===== config.mk =====
export PLATFORM = sky130hd
export DESIGN_NAME = frame_sync_hunt
export DESIGN_NICKNAME = d
export VERILOG_FILES = /design/src/rtl/frame_sync_hunt.sv
export SDC_FILE = /design/constraint.sdc
export NUM_CORES = 1
export LEC_CHECK = 0
export ABC_AREA = 1
export BUFFER_PORTS_ARGS = -buffer_cell sky130_fd_sc_hd__clkbuf_2
export CAP_MARGIN = 20
export CORE_ASPECT_RATIO = 0.9
export CORE_UTILIZATION = 45
export DETAILED_ROUTE_END_ITERATION = 7
export SKIP_CTS_REPAIR_TIMING = 1
export SLEW_MARGIN = 40
export SYNTH_ARGS = -nofsm -noshare
export SYNTH_HDL_FRONTEND = slang
export SYNTH_SLANG_ARGS = --single-unit

===== constraint.sdc =====
create_clock -name clk_i -period 5.7 [get_ports clk_i]
set_input_delay 0.285 -clock clk_i [delete_from_list [all_inputs] [get_ports clk_i]]
set_output_delay 0.285 -clock clk_i [all_outputs]
set_load 0.005 [all_outputs]

===== src/rtl/frame_sync_hunt.sv =====
module frame_sync_hunt #(
  parameter int CNT_W        = 16,
  parameter int DROP_TH_RST  = 3,
  parameter int DEMOTE_TH_RST = 7
) (
  input  logic             clk_i,
  input  logic             rst_ni,
  input  logic             hit_i,
  input  logic             miss_i,
  input  logic             cfg_wr_i,
  input  logic             cfg_sel_i,
  input  logic [CNT_W-1:0] cfg_data_i,
  input  logic             remote_sync_i,
  output logic [1:0]       state_o,
  output logic             synced_o,
  output logic             remote_sync_o
);

  localparam logic [1:0] ST_LOOK = 2'd0;
  localparam logic [1:0] ST_FWF  = 2'd1;
  localparam logic [1:0] ST_SYNC = 2'd2;
  localparam logic [1:0] ST_FWT  = 2'd3;

  logic [1:0]       st_q, st_d;
  logic [CNT_W-1:0] run_q, run_d;
  logic [CNT_W-1:0] drop_th_q, demote_th_q;
  logic             remote_q;

  wire             lone_miss = miss_i & ~hit_i;
  wire [CNT_W:0]   run_inc   = {1'b0, run_q} + 1'b1;
  wire [CNT_W-1:0] run_sat   = run_inc[CNT_W] ? {CNT_W{1'b1}} : run_inc[CNT_W-1:0];
  wire             drop_hit  = run_inc >= {1'b0, drop_th_q};
  wire             demote_hit = run_inc >= {1'b0, demote_th_q};

  always_comb begin
    st_d  = st_q;
    run_d = run_q;
    case (st_q)
      ST_LOOK: if (hit_i) st_d = ST_FWF;
      ST_SYNC: if (lone_miss) st_d = ST_FWT;
      ST_FWF: begin
        if (hit_i) st_d = ST_SYNC;
        else if (lone_miss) begin
          if (drop_hit) st_d = ST_LOOK;
          else run_d = run_sat;
        end
      end
      default: begin
        if (hit_i) st_d = ST_SYNC;
        else if (lone_miss) begin
          if (demote_hit) st_d = ST_FWF;
          else run_d = run_sat;
        end
      end
    endcase
    if (hit_i || st_d != st_q) run_d = '0;
  end

  always_ff @(posedge clk_i) begin
    if (!rst_ni) begin
      st_q        <= ST_LOOK;
      run_q       <= '0;
      drop_th_q   <= CNT_W'(DROP_TH_RST);
      demote_th_q <= CNT_W'(DEMOTE_TH_RST);
      remote_q    <= 1'b0;
    end else begin
      st_q     <= st_d;
      run_q    <= run_d;
      remote_q <= remote_sync_i;
      if (cfg_wr_i && !cfg_sel_i) drop_th_q   <= cfg_data_i;
      if (cfg_wr_i &&  cfg_sel_i) demote_th_q <= cfg_data_i;
    end
  end

  assign state_o       = st_q;
  assign synced_o      = st_q[1];
  assign remote_sync_o = remote_q;

  assert_look_hit_R3: assert property (@(posedge clk_i) disable iff (!rst_ni)
    (st_q == ST_LOOK && hit_i) |=> state_o == ST_FWF);
  assert_look_miss_R3: assert property (@(posedge clk_i) disable iff (!rst_ni)
    (st_q == ST_LOOK && !hit_i) |=> state_o == ST_LOOK);
  assert_sync_miss_R5: assert property (@(posedge clk_i) disable iff (!rst_ni)
    (st_q == ST_SYNC && miss_i && !hit_i) |=> state_o == ST_FWT);
  assert_fw_hit_R6: assert property (@(posedge clk_i) disable iff (!rst_ni)
    (st_q[0] && hit_i) |=> state_o == ST_SYNC);
  assert_hit_wins_R9: assert property (@(posedge clk_i) disable iff (!rst_ni)
    (hit_i && miss_i && st_q != ST_LOOK) |=> state_o == ST_SYNC);
  assert_run_no_wrap_R7: assert property (@(posedge clk_i) disable iff (!rst_ni)
    (run_q != '0 && !hit_i && !$changed(st_q)) |=> (run_q >= $past(run_q) || st_q != $past(st_q)));
  assert_idle_hold_R11: assert property (@(posedge clk_i) disable iff (!rst_ni)
    (!hit_i && !miss_i) |=> $stable(state_o));
  assert_remote_pass_R10: assert property (@(posedge clk_i) disable iff (!rst_ni)
    1'b1 |=> remote_sync_o == $past(remote_sync_i));
  assert_jump_legal_R2: assert property (@(posedge clk_i) disable iff (!rst_ni)
    (st_q == ST_LOOK) |=> state_o != ST_SYNC && state_o != ST_FWT);

endmodule


; Yosys cells after proc, flatten, opt, wreduce, memory -nomap -nowiden
; Index checks and enable logic that the tools add are counted.
[totals]
ff_bits = 51
inputBits = 23
output_inout_bits = 4
[op_classes]
addsub = 1
magnitude_cmp = 2
eq_ne = 5
mux = 17
bitwise = 4
reduce_logical = 8
[ops]
columns = cell, n
row1 = 2-to-1 mux 16 bit, 7
row2 = greater-or-equal comparator 17 x 16 -> 1 bit, 2
row3 = one-hot mux 16 bit (2 select lines), 1
row4 = "adder 16 x 1 -> 17 bit, second input constant", 1
row5 = 2-to-1 mux 2 bit, 8
row6 = one-hot mux 2 bit (3 select lines), 1
row7 = AND reduction 5 bit, 1
row8 = OR reduction 2 bit, 2
row9 = inverter 1 bit, 3
row10 = "equality test 2 x 1 -> 1 bit, second input constant", 1
row11 = "equality test 2 bit, second input constant", 1
row12 = logical AND 1 bit, 2
row13 = zero test 2 bit, 1
row14 = "!= test 2 x 1 -> 1 bit, second input constant", 1
row15 = != test 2 bit, 1
row16 = "!= test 2 bit, second input constant", 1
row17 = bitwise AND 1 bit, 1
row18 = zero test 1 bit, 1
row19 = logical OR 1 bit, 1

; Depth between registers and ports, before layout
[logic_depth]
word_depth = 9
mapped_depth = 27
depth_no_buf = 26

; Worst setup path before layout
; OpenSTA, ideal clock, no wires.
[synth_timing]
path_type = register to register
start = register run_q[0]
end = register run_q[0]
setup_time_ps = 109
t_arrival_ps = 2789
slack_ps = 2802
stages_incl_launch_ff = 25
cell_sequence = dfxtp_1 > nand4_1 > nor2_1 > inv_1 > nor2_1 > nand3_1 > nor2_1 > xnor2_1 > inv_1 > ha_1 > nand2_1 > nor2_1 > nand2_1 > nor2_1 > nor2_1 > nand2_1 > inv_1 > nand3_2 > a21oi_2 > nand2_4 > buf_6 > nand2_1 > nand2_1 > nand2_1 > inv_1
[synth_between]
elab_chain_len = 9
[synth_lines]
columns = element, line_no
row1 = start: declaration, 25  ; logic [CNT_W-1:0] run_q, run_d;
row2 = start signal: assignment, 68  ; run_q <= run_d;
row3 = adder 16 x 1 -> 17 bit *, 30  ; wire [CNT_W:0] run_inc = {1'b0, run_q} + 1'b1;
row4 = greater-or-equal comparator 17 x 16 -> 1 bit (on tied branches), "33, 32"
row5 = 2-to-1 mux 2 bit (on tied branches), "51, 44"
row6 = 2-to-1 mux 2 bit (on tied branches), "50, 43"
row7 = 2-to-1 mux 2 bit (on tied branches), "49, 42"
row8 = one-hot mux 2 bit (3 select lines), 38  ; case (st_q)
row9 = != test 2 bit, 56  ; if (hit_i || st_d != st_q) run_d = '0;
row10 = logical OR 1 bit, 56
row11 = OR reduction 2 bit (no line), --
; Mark *: on every way between the ends. The rest lies on a longest branch, timed or not. The select of a mux whose other input is x is not followed.
; A chain may end at the register's enable or synchronous reset.

; Final worst setup path
[layout_timing]
start = register run_q[0]
end = register run_q[3]
; The elaborated chain is that of the path after synthesis.

==> impl_results.md <==
- Via count: 2978
- Yosys reg bits: 51
- Hold path start: remote_sync_i
- First-pass GRT wire length: between 10000 and 15000 um
- Pin count of the biggest net entering global routing: 35
- Grt ovf: 0
- Hold Slack: 0.155 ns
- Setup CP Type: flip-flop to flip-flop
- Initial antenna violation count: 0
- Via/cell ratio: 4.85
- Mapped Area: ~3400 um^2
- R2R cell count: 23
- Syn Area/Cell: 6.71 um^2
- Area after DPL: 3530 um^2
- ANT nets after route: 0
- Synth Instances: 501
- CP max FO: 17
- Leading cell types in the layout, fill and taps excluded: 133 x nand2_1, 96 x inv_1, 51 x dfxtp_1
- FF-to-FF Start: run_q[0]
- Die Wd: slightly above 90 um
- CTS tree: done
- Effective utilization at floorplan: 47.0%
- Vert. Die Dim: 84 um
- Critical path endpoint: run_q[3]
- Reg2reg setup slack: 2.01 ns
- Fraction of layout cells with a size suffix above 1: 9.79%
- Placer Congestion: 0.809
- Worst endpoint data arrival time: 3.90 ns
- Commonest non-fill, non-tap cell in the layout: nand2_1
- Tot GR Track Use: just under 20%
- Worst Path Required: 5.91 ns
- Peak supply drop: 0.108 mV
- Htree depth: 2
- Unrepaired setup endpoints after global routing: no
- Period utilization: 64.7%
- Pleak: 2.06 nW
- Critical path depth in cells: 23
- Cell Pwr Density: 193 nW/um^2
- Status: complete, no violations
- Ys async rst share: 0%
- Setup violations, final: 0
- Final WL: 7000 um
- Crit. Startpoint: run_q[0]
- Clock latency on the worst-skew pair: just over 0.3 ns
- Fillers: 735
- Num CTS Buffers: 5
- Ant. Diodes: 0
- Crit-path leading delay family: simple AND/OR/NAND/NOR gates
- Mapped Nets: 557
- Clock slew at reported path FFs: 0.09 ns
- R2R Path End: run_q[3]
- Initial DRC count: 115
- Achievable Freq: 271 MHz
- EDFF count, synth: 0
- Slew Limit Fails: 0
- Max incr delay on CP: slightly above 0.6 ns
- DRC viols: 0
- Min Tclk post-route: 3.69 ns
- Layout Nets: 576
- Detailed Place HPWL: 5470 um
- Least-Margin Pin Slew: 0.746 ns
- I/O pin count: 27
- Synth Flop Type: dfxtp_1
- Synthesis warning total: 0
- Slew margin rel.: 50.2%
- Worst Hold Class: input port to flip-flop
- Synth cell types: 33
- Register area share after synthesis: between 30 and 40%
- Crit path buf inv count: 4
- Clock Root Buffer: clkbuf_8
- Routed WL per cell: 11.4 um
- Number of port buffers: 26
- Drt pass-1 iters: 4
- Die area: 7820 um^2
- CP startpoint kind: flip-flop
- Crit path max-delay cell type: a21oi_2
- Final Cell Area: 3610 um^2
- CTS Sinks: 51
- Sum Neg Setup Slack: 0 ns
- Clock Tree Buf Depth: 2
- Core area: 7150 um^2
- Cells after DPL: 606
- # rows: 29
- CP endpoint kind: flip-flop
- Post-layout util: 50.5%
- Post-Layout Cell Count: about 610
- Skew final: 0.00631 ns
- Area Overhead vs Synth: 7.44%
- Number of max-cap violations: 0
- Final hold vios: 0
- Number of global-route vias before repair: roughly 2900
- Worst path cell trace: nand4_1 -> nor2_1 -> inv_1 -> nor2_1 -> nand3_1 -> nor2_1 -> xnor2_1 -> inv_1 -> ha_1 -> nand2_1 -> nor2_1 -> nand2_1 -> nor2_1 -> nor2_1 -> nand2_1 -> inv_1 -> nand3_2 -> a21oi_2 -> nand2_4 -> nand2_1 -> nand2_1 -> nand2_1 -> inv_1
[per-stage QoR]
stage | worst slack, ns | power (mW)
after floorplan | 2.80 | 0.468
after global placement | 2.14 | 0.494
after detailed placement | 2.09 | 0.496
after CTS | 2.05 | 0.704
after global routing | 1.52 | 0.736
final | 2.01 | 0.696
[cells by family (layout without fill, tap and decap cells)]
kind of cell	count (synthesis)	after routing	share of synthesized area [%]
simple gates	215	215	28.8
buf+inv	113	133	13.4
compound gates	78	78	12.3
flops	51	51	30.4
fa+ha+maj	33	33	12.3
xor+xnor	11	11	2.87
[cell type report]
type	count	area [um^2]	share of cell area (%)
Clock buffer	7	76.3	2.11
Clock inverter	1	5.00	0.139
Inverter	99	372	10.3
Multi-Input combinational cell	337	1890	52.4
Sequential cell	51	1020	28.3
Tap cell	93	116	3.22
Timing Repair Buffer	26	130	3.60
[cells in the mapped netlist, types with 2 or more instances]
library cell | number | area share (%)
a21oi_1 | 37 | 5.5
a31oi_1 | 2 | 0.37
buf_4 | 2 | 0.45
clkbuf_1 | 9 | 1.0
dfxtp_1 | 51 | 30
ha_1 | 33 | 12
inv_1 | 97 | 11
inv_2 | 2 | 0.22
nand2_1 | 134 | 15
nand2_4 | 3 | 1.0
nand3_1 | 27 | 4.0
nand3_2 | 5 | 1.5
nand4_1 | 8 | 1.5
nor2_1 | 26 | 2.9
nor3_1 | 4 | 0.60
o211ai_1 | 4 | 0.89
o21ai_0 | 32 | 4.8
xnor2_1 | 4 | 1.0
xor2_1 | 7 | 1.8
[flip-flops by register name, summed over array words and instances, names as in the netlist]
name	count
remote_sync_o	1
demote_th_q	16
state_o	2
run_q	16
drop_th_q	16
[power by group]
part | internal, mW | switching, mW | leakage, nW
registers | 0.374 | 0.00712 | 0.418
logic | 0.0386 | 0.0681 | 1.60
clock network | 0.0866 | 0.122 | 0.0422
total | 0.499 | 0.197 | 2.06
[worst min-delay path: cells and delay by family]
family / cells / cell delay (ns)
buffers and inverters: 2 / 0.11
and+or+nand+nor: 1 / 0.04
[worst min-delay path by stage]
stage	to	cells past startpoint	slack, ns
after floorplan	remote_sync_o	2	0.38
after global placement	demote_th_q[12]	2	0.46
after detailed placement	demote_th_q[12]	2	0.45
after CTS	remote_sync_o	3	0.16
after global routing	remote_sync_o	3	0.16
final	remote_sync_o	3	0.16
[routing by layer]
metal | global-route usage, % | vias to the layer above | routed length (um) | share of wire (%)
li1 | - | 1609 | - | -
met1 | 25.7 | 1310 | 3460 | 49
met4 | 5.45 | 0 | 127 | 1.8
met3 | 3.01 | 11 | 204 | 2.9
met2 | 33.9 | 48 | 3210 | 46
met5 | 0 | - | 0 | 0
(Power assumes the default switching activity.)
